$ cat src/rtl/pcmRxPkg.sv
package pcmRxPkg;

  localparam int unsigned FMT_W = 3;

  typedef enum logic [1:0] {
    KIND_I2S = 2'd0,
    KIND_LJ  = 2'd1,
    KIND_RJ  = 2'd2
  } frameKindE;

  // control-to-datapath strobes
  typedef struct packed {
    logic restart;    // word-select edge: start a fresh half
    logic keepFirst;  // bit on the edge cycle belongs to the new word
    logic shift;      // shift current bit in
    logic toLeft;     // closing half is a left word
    logic toRight;    // closing half is a right word, pair complete
  } strobeT;

  function automatic frameKindE codeKind(logic [FMT_W-1:0] c);
    case (c)
      3'b010, 3'b011:         return KIND_LJ;
      3'b100, 3'b101, 3'b110: return KIND_RJ;
      default:                return KIND_I2S;
    endcase
  endfunction

  function automatic int unsigned codeLen(logic [FMT_W-1:0] c, int unsigned full);
    case (c)
      3'b001, 3'b011, 3'b110: return full - 8;
      3'b101:                 return full - 4;
      default:                return full;
    endcase
  endfunction

  // word-select level that marks the left channel
  function automatic logic leftLevel(frameKindE k);
    return (k == KIND_I2S) ? 1'b0 : 1'b1;
  endfunction

endpackage

$ cat src/rtl/pcmRxCtrl.sv
module pcmRxCtrl
  import pcmRxPkg::*;
#(
  parameter int unsigned WORD_W = 24,
  localparam int unsigned CNT_W = $clog2(WORD_W + 1)
) (
  input  logic             bitClk,
  input  logic             rstN,
  input  logic             wordClk,
  input  logic [FMT_W-1:0] fmtCode,
  output strobeT           stb,
  output logic [CNT_W-1:0] alignShift
);

  logic             armed, prevWc, started, haveLeft;
  logic [FMT_W-1:0] fmtReg, fmtNext;
  logic [CNT_W-1:0] nTaken, lenBits;
  frameKindE        curKind, nextKind;
  logic             detect, finishingLeft;

  always_comb begin
    curKind       = codeKind(fmtReg);
    lenBits       = CNT_W'(codeLen(fmtReg, WORD_W));
    detect        = armed && (wordClk != prevWc);
    finishingLeft = (prevWc == leftLevel(curKind));
    fmtNext       = (wordClk == leftLevel(codeKind(fmtCode))) ? fmtCode : fmtReg;
    nextKind      = codeKind(fmtNext);
    stb.restart   = detect;
    stb.keepFirst = (nextKind != KIND_I2S);
    stb.shift     = !detect && ((curKind == KIND_RJ) || (nTaken < lenBits));
    stb.toLeft    = detect && started && finishingLeft;
    stb.toRight   = detect && started && !finishingLeft && haveLeft;
    alignShift    = CNT_W'(WORD_W) - lenBits;
  end

  always_ff @(posedge bitClk) begin
    if (!rstN) begin
      armed    <= 1'b0;
      prevWc   <= 1'b0;
      started  <= 1'b0;
      haveLeft <= 1'b0;
      fmtReg   <= '0;
      nTaken   <= '0;
    end else begin
      armed  <= 1'b1;
      prevWc <= wordClk;
      if (detect) begin
        started <= 1'b1;
        fmtReg  <= fmtNext;
        nTaken  <= stb.keepFirst ? CNT_W'(1) : '0;
      end else if (stb.shift && curKind != KIND_RJ) begin
        nTaken <= nTaken + CNT_W'(1);
      end
      if (stb.toLeft)       haveLeft <= 1'b1;
      else if (stb.toRight) haveLeft <= 1'b0;
    end
  end

  // active format only moves at a half-frame boundary
  a_r8_fmt_hold: assert property (@(posedge bitClk) disable iff (!rstN)
    !detect |=> $stable(fmtReg));

  // reset default is 24-bit I2S until the first transition
  a_r2_reset_fmt: assert property (@(posedge bitClk) disable iff (!rstN)
    !started |-> (fmtReg == 3'b000));

  // I2S / left-justified capture never exceeds the word length
  a_r6_take_limit: assert property (@(posedge bitClk) disable iff (!rstN)
    (curKind != KIND_RJ) |-> (nTaken <= lenBits));

endmodule

$ cat src/rtl/pcmRxData.sv
module pcmRxData
  import pcmRxPkg::*;
#(
  parameter int unsigned WORD_W = 24,
  localparam int unsigned CNT_W = $clog2(WORD_W + 1)
) (
  input  logic              bitClk,
  input  logic              rstN,
  input  logic              serData,
  input  strobeT            stb,
  input  logic [CNT_W-1:0]  alignShift,
  output logic [WORD_W-1:0] leftWord,
  output logic [WORD_W-1:0] rightWord,
  output logic              frameValid
);

  logic [WORD_W-1:0] shiftReg, leftHold, aligned;

  // dropping bits above N and left-aligning are one shift
  always_comb aligned = shiftReg << alignShift;

  always_ff @(posedge bitClk) begin
    if (!rstN) begin
      shiftReg   <= '0;
      leftHold   <= '0;
      leftWord   <= '0;
      rightWord  <= '0;
      frameValid <= 1'b0;
    end else begin
      if (stb.restart)    shiftReg <= stb.keepFirst ? WORD_W'(serData) : '0;
      else if (stb.shift) shiftReg <= {shiftReg[WORD_W-2:0], serData};
      if (stb.toLeft) leftHold <= aligned;
      if (stb.toRight) begin
        leftWord  <= leftHold;
        rightWord <= aligned;
      end
      frameValid <= stb.toRight;
    end
  end

  // strobe lasts one cycle
  a_r7_single_pulse: assert property (@(posedge bitClk) disable iff (!rstN)
    frameValid |=> !frameValid);

  // outputs move only together with the strobe
  a_r7_hold_words: assert property (@(posedge bitClk) disable iff (!rstN)
    !frameValid |-> ($stable(leftWord) && $stable(rightWord)));

  // padding below a short word is zero
  a_r6_zero_pad: assert property (@(posedge bitClk) disable iff (!rstN)
    frameValid |-> ((rightWord & ((WORD_W'(1) << $past(alignShift)) - WORD_W'(1))) == '0));

endmodule

$ cat src/rtl/pcmSerialRx.sv
module pcmSerialRx
  import pcmRxPkg::*;
#(
  parameter int unsigned WORD_W = 24
) (
  input  logic              bitClk,
  input  logic              rstN,
  input  logic              wordClk,
  input  logic              serData,
  input  logic [2:0]        fmtCode,
  output logic [WORD_W-1:0] leftWord,
  output logic [WORD_W-1:0] rightWord,
  output logic              frameValid
);

  localparam int unsigned CNT_W = $clog2(WORD_W + 1);

  strobeT           stb;
  logic [CNT_W-1:0] alignShift;

  pcmRxCtrl #(.WORD_W(WORD_W)) ctrl (
    .bitClk(bitClk), .rstN(rstN), .wordClk(wordClk), .fmtCode(fmtCode),
    .stb(stb), .alignShift(alignShift)
  );

  pcmRxData #(.WORD_W(WORD_W)) data (
    .bitClk(bitClk), .rstN(rstN), .serData(serData), .stb(stb),
    .alignShift(alignShift), .leftWord(leftWord), .rightWord(rightWord),
    .frameValid(frameValid)
  );

endmodule

$ cat config.mk
export PLATFORM = sky130hd
export DESIGN_NAME = pcmSerialRx
export DESIGN_NICKNAME = d
export VERILOG_FILES = /design/src/rtl/pcmRxPkg.sv /design/src/rtl/pcmRxCtrl.sv /design/src/rtl/pcmRxData.sv /design/src/rtl/pcmSerialRx.sv
export SDC_FILE = /design/constraint.sdc
export NUM_CORES = 1
export LEC_CHECK = 0
export CORE_ASPECT_RATIO = 1.1
export CORE_MARGIN = 1
export CORE_UTILIZATION = 49
export DETAILED_ROUTE_END_ITERATION = 16
export DONT_BUFFER_PORTS = 1
export GPL_TIMING_DRIVEN = 0
export PLACE_DENSITY_LB_ADDON = 0.12
export RECOVER_POWER = 100
export SYNTH_ARGS = -nofsm -noshare
export SYNTH_HDL_FRONTEND = slang
export SYNTH_HIERARCHICAL = 1
export SYNTH_SLANG_ARGS = --single-unit
$ cat constraint.sdc
create_clock -name bitClk -period 3.1 [get_ports bitClk]
set_input_delay 0.155 -clock bitClk [delete_from_list [all_inputs] [get_ports bitClk]]
set_output_delay 0.155 -clock bitClk [all_outputs]
set_load 0.05 [all_outputs]
======== Word-level counts from Yosys, hierarchy flattened ========
Index checks and enable logic that the tools add are counted.
word-level totals
  register bits after elaboration ......... 109
  input port bits ......................... 7
  output and inout port bits .............. 49
  word-level logic and storage cells ...... 75
operators by class
  add/sub/neg operators ................... 2
  $lt $le $gt $ge ......................... 1
  equality and inequality tests ........... 21
  shifts and indexed selects .............. 1
  mux-type cells .......................... 16
  reduce and logical (&&, ||, !) cells .... 23
operator list
  operator               count
  $mux W24               2
  $eq A3 B3 Y1 const B   9
  $shl A24 B5 Y24        1
  $eq A3 B2 Y1 const B   6
  $pmux W2 S2            3
  $reduce_or A3 Y1       4
  $mux W5                2
  $pmux W4 S2            1
  $reduce_bool A2 Y1     4
  $logic_and A1 B1 Y1    7
  $mux W1                7
  $reduce_or A2 Y1       3
  $add A5 B1 Y5 const B  1
  $lt A5 B5 Y1           1
  $sub A5 B5 Y5 const A  1
  $logic_not A2 Y1       2
  $eq A3 B1 Y1 const B   1
  $mux W3                1
  $eq A1 B1 Y1           2
  $eq A2 B2 Y1 const B   1
  $logic_not A1 Y1       2
  $ne A2 B2 Y1 const B   1
  $logic_or A1 B1 Y1     1
  $ne A1 B1 Y1           1

======== Longest topological paths before layout ========
  depth after elaboration ................. 13
  gate-level depth with buffers ........... 11
  gate-level depth less buffers ........... 10

======== By module ========
Netlist, hierarchy kept.
modules (own cells, without submodules)
  module     times used  cells an instance  area an instance (µm²)  sequential area each (µm²)
  pcmRxData  1           454                4787.1                  1941.9
  pcmRxCtrl  1           107                827.0                   240.2

======== Worst setup path before layout ========
OpenSTA, ideal clock, no wires.
  path kind ............................... reg-to-reg
  start ................................... register ctrl.fmtReg[0]
  end ..................................... register data.shiftReg[13]
  setup time .............................. 128 ps
  arrival time ............................ 2596 ps
  required time ........................... 2972 ps
  path slack .............................. 376 ps
  cell stages (with the launch flop) ...... 12
  path buffers ............................ 2
  period minus slack after synthesis ...... 2724 ps
  cell sequence ........................... dfxtp_1 > inv_1 > nand3_1 > o21ai_0 > or2_2 > ha_1 > o21a_1 > a21oi_1 > clkbuf_1 > buf_1 > mux2i_1 > nor2_1
RTL lines
  item                      RTL line         source
  start: declaration        pcmRxCtrl.sv:16  logic [FMT_W-1:0] fmtReg, fmtNext;
  start signal: assignment  pcmRxCtrl.sv:49  fmtReg <= fmtNext;
  end signal: assignment    pcmRxData.sv:30  if (stb.restart) shiftReg <= stb.keepFirst ? WORD_W'(serData) : '0;
  end signal: assignment    pcmRxData.sv:31  else if (stb.shift) shiftReg <= {shiftReg[WORD_W-2:0], serData};
  end: declaration          pcmRxData.sv:17  logic [WORD_W-1:0] shiftReg, leftHold, aligned;

==> flow_summary_export.csv <==
group,metric,value,unit
timing,max_slew_margin,0.544,
critical_path,cp_max_fo,10,
global_route,first_global_vias,4015,
routing,vias,4206,
critical_path,crit_top_cell,"clkbuf_2",
routing,drtAntennaViolNets,0,
yosys,synth_warnings,6,
clock_tree,cts.sinks,109,
finish,fin_nets,585,
routing,drc,0,
yosys,synth_top_family_by_area,"multiplexers",
placement,gp_congestion,0.926,
placement,hpwl,9.98,mm
floorplanning,boundaryPins,56,
yosys,yosysTopAreaCell,"dfxtp_1",
routing,drt_iter0_drc,345,
yosys,async_flop_share,0,
floorplanning,core,11100,sq um
yosys,synthMuxAreaShare,0.259,
critical_path,cp-start-kind,"flip-flop",
yosys,ys_ff_latch,109,
finish,syn_to_final_growth,8.47,%
critical_path,r2r_end,"data/shiftReg[19]",
yosys,synth_area,5610,sq um
power,p_per_area,454,nW/um^2
global_route,antenna_found_initial,0,
power,vdd_drop_max,0.000287,V
yosys,synthTopCellsByArea,"dfxtp_1 39%, mux2i_1 16%, nor2b_1 4.8%",
critical_path,path_class,"reg2reg",
timing,setup_tns,0,ns
yosys,synth-xor-area-share,0.00468,
worst_hold_path,hp-start,"rstN",
routing,wire_per_inst,18.4,microns
yosys,synth_fa_ha_area_frac,0.00446,
timing,rsz0062_at_grt,"false",
worst_hold_path,hp-class,"in2reg",
yosys,syn_area_per_cell,10.0,sq um
global_route,grt_remaining_overflow,0,
run,max_cap_violations,0,
critical_path,r2r_cells,11,
critical_path,crit_chain,"inv_1 -> nand3_1 -> o21ai_1 -> or2_2 -> ha_1 -> o21a_1 -> a21oi_1 -> clkbuf_2 -> clkbuf_2 -> mux2i_1 -> nor2_1",
critical_path,timing.reg2reg.setup_slack,0.33,ns
critical_path,crit_path_end_kind,"flip-flop",
power,finalPower,2.77,mW
clock_tree,cts_tree,"built",
floorplanning,die_y,114,microns
finish,drive_above_1_share,0.115,
yosys,synth_simple_gate_area_share,0.153,
floorplanning,die-area,11900,sq um
routing,routed_via_density,5.78,
yosys,synth_edf_count,0,
worst_hold_path,whs_path_depth,2,
status,status,"completed",
floorplanning,start_util,0.508,
global_route,grt_pass1_wl,21.4,mm
worst_hold_path,hold_end,"data/rightWord[20]",
routing,routed_wirelength,13.4,mm
yosys,synth_top_area_frac,0.389,
yosys,synth.distinct_cells,62,
critical_path,critPathArrivalTime,3.00,ns
critical_path,crit-reg2reg-launch,"ctrl/fmtReg[0]",
timing,fin_crit,2.77,ns
timing,hold_viol_final,0,
critical_path,slowest_stage,"dfxtp_1",
clock_tree,clk_pin_slew,0.07,ns
finish,fill_cells,1020,
floorplanning,num_rows,40,
critical_path,path_delay_family,"buffers and inverters",
timing,setup_violations,0,
critical_path,critPathMaxStageDelay,0.44,ns
yosys,yosys_most_used_dff,"dfxtp_1",
finish,insertedDiodeCount,0,
global_route,grt_start_max_net_pins,20,
clock_tree,numCtsBuffers,9,
timing,finalCritPeriodShare,0.895,
critical_path,cp-startpoint,"ctrl/fmtReg[0]",
yosys,synth-seq-area-share,0.389,
global_route,grt_use_total,0.230,
timing,tightest_slew,0.683,ns
yosys,synth-compound-area-share,0.133,
critical_path,path_buf_inv,3,
timing,fin_worst_skew,0.00595,ns
clock_tree,cts-htree-levels,3,
clock_tree,clk_latency,0.35,ns
clock_tree,clockRootBuffer,"clkbuf_16",
power,p_leak,2.25,nW
placement,portBuffers,0,
timing,maxSlewViolCount,0,
clock_tree,cts_buffer_depth,2,
critical_path,critical_path_required,3.32,ns
yosys,netlist_instances,561,
timing,clock.fmax,361,MHz
floorplanning,chipWidth,104,microns
routing,drtPass1Iterations,5,
-- worst reg2reg max path: cells and delay by family (launching register included) --
family	cells	cell delay [ns]
buffers and inverters	3	0.70
AND/OR/NAND/NOR	3	0.48
AO/OA/AOI/OAI	3	0.48
flip-flops	1	0.44
adder cells (fa/ha/maj)	1	0.29
multiplexers	1	0.26
-- cell usage in the layout, fill, tap and decap left out, types with 8 or more instances in the layout --
cell type and instances:
mux4_2 10, clkbuf_1 21, inv_1 10, nand2b_1 8
nand2_1 37, mux2_2 13, clkbuf_16 9, a21oi_1 12
a22o_1 15, o21ai_0 22, mux2i_1 87, nor2_1 47
mux4_1 8, dfxtp_1 109, nor2b_1 43
-- how the worst max path moves through the flow --
stage                         to  slack (ns)  depth (start not counted)
2_1_floorplan  data/shiftReg[13]        0.38                         11
5_1_grt        data/rightWord[8]        0.05                          8
6_report       data/shiftReg[19]        0.33                         11
4_1_cts         data/shiftReg[8]        0.08                         10
3_3_place_gp   data/shiftReg[15]       -0.12                         10
3_5_place_dp   data/shiftReg[15]       -0.12                         10
-- registers in the layout (all words and copies together), names as in the netlist --
| name | flops |
|---|---|
| data/frameValid | 1 |
| data/shiftReg | 24 |
| data/rightWord | 24 |
| ctrl/started | 1 |
| ctrl/nTaken | 5 |
| ctrl/fmtReg | 3 |
| data/leftWord | 24 |
| ctrl/haveLeft | 1 |
| data/leftHold | 24 |
| ctrl/armed | 1 |
| ctrl/prevWc | 1 |
-- routing by layer --
metal / up-vias / share of wire / GRT usage
met3: 22 / 0.056 / 0.0518
met2: 120 / 0.46 / 0.385
met4: 0 / 0.031 / 0.0876
met1: 2006 / 0.45 / 0.289
met5: - / 0 / 0
li1: 2058 / - / -
-- kinds of logic after synthesis --
kind of cell,count (synthesis)
simple gates,171
compound gates,103
flops,109
fa+ha+maj,2
mux,118
xor+xnor,3
other cells,1
buf+inv,54
-- repair_timing --
item                                   in CTS  in global routing
buffers inserted                            0                  0
hold buffers                                2                  0
setup endpoints to repair                  20                 20
resized for setup                           2                  4
endpoints found under the hold margin       3                  0
-- synth_stat cells (3+ instances only) --
cell and instances:
nor2_1 47, nor3_1 5, and3_1 3, clkbuf_8 4, inv_1 10, mux2i_1 87, a211oi_1 5, o21a_1 7
buf_2 6, and2_1 6, nand2_1 36, o21ai_1 3, a22o_1 15, buf_1 7, a31oi_1 4, o221ai_1 7
mux2_2 13, dfxtp_1 109, clkbuf_1 17, nor2b_1 43, mux4_1 8, mux4_2 10, o21ai_0 21, nand3_1 6
a21oi_1 12, nand3b_1 3, a32o_1 3, o31ai_1 3, a21boi_0 3, or2_2 3, buf_4 4, nand2b_1 8
buf_6 3
-- cell type report --
type                       instances  area [sq um]  share of cell area
tap                              147           184              0.0302
buffer                            43           263              0.0431
timing repair buffer               2          20.0             0.00329
clock inverter                     6          53.8             0.00884
sequential                       109          2180               0.358
clock buffer                      10           229              0.0376
inverter                          11          41.3             0.00678
multi-input combinational        400          3120               0.512
-- stage by stage --
stage          area, sq um  hold WS, ns  instances  worst slack [ns]  utilization
3_5_place_dp          5810        0.183        710            -0.121        0.525
5_1_grt               6090       0.0699        728            0.0510        0.551
3_3_place_gp          5810        0.183        710            -0.117        0.525
2_1_floorplan         5620        0.183        563             0.376            -
4_1_cts               6110       0.0558        728            0.0820        0.552
6_report              6090       0.0734        728             0.327        0.551
-- power by group --
| group | internal (mW) | switching, mW | total, mW |
|---|---|---|---|
| clock | 0.560 | 0.542 | 1.10 |
| combinational | 0.101 | 0.140 | 0.241 |
| sequential | 1.41 | 0.0122 | 1.42 |
Power figures use the tool's default switching activity.
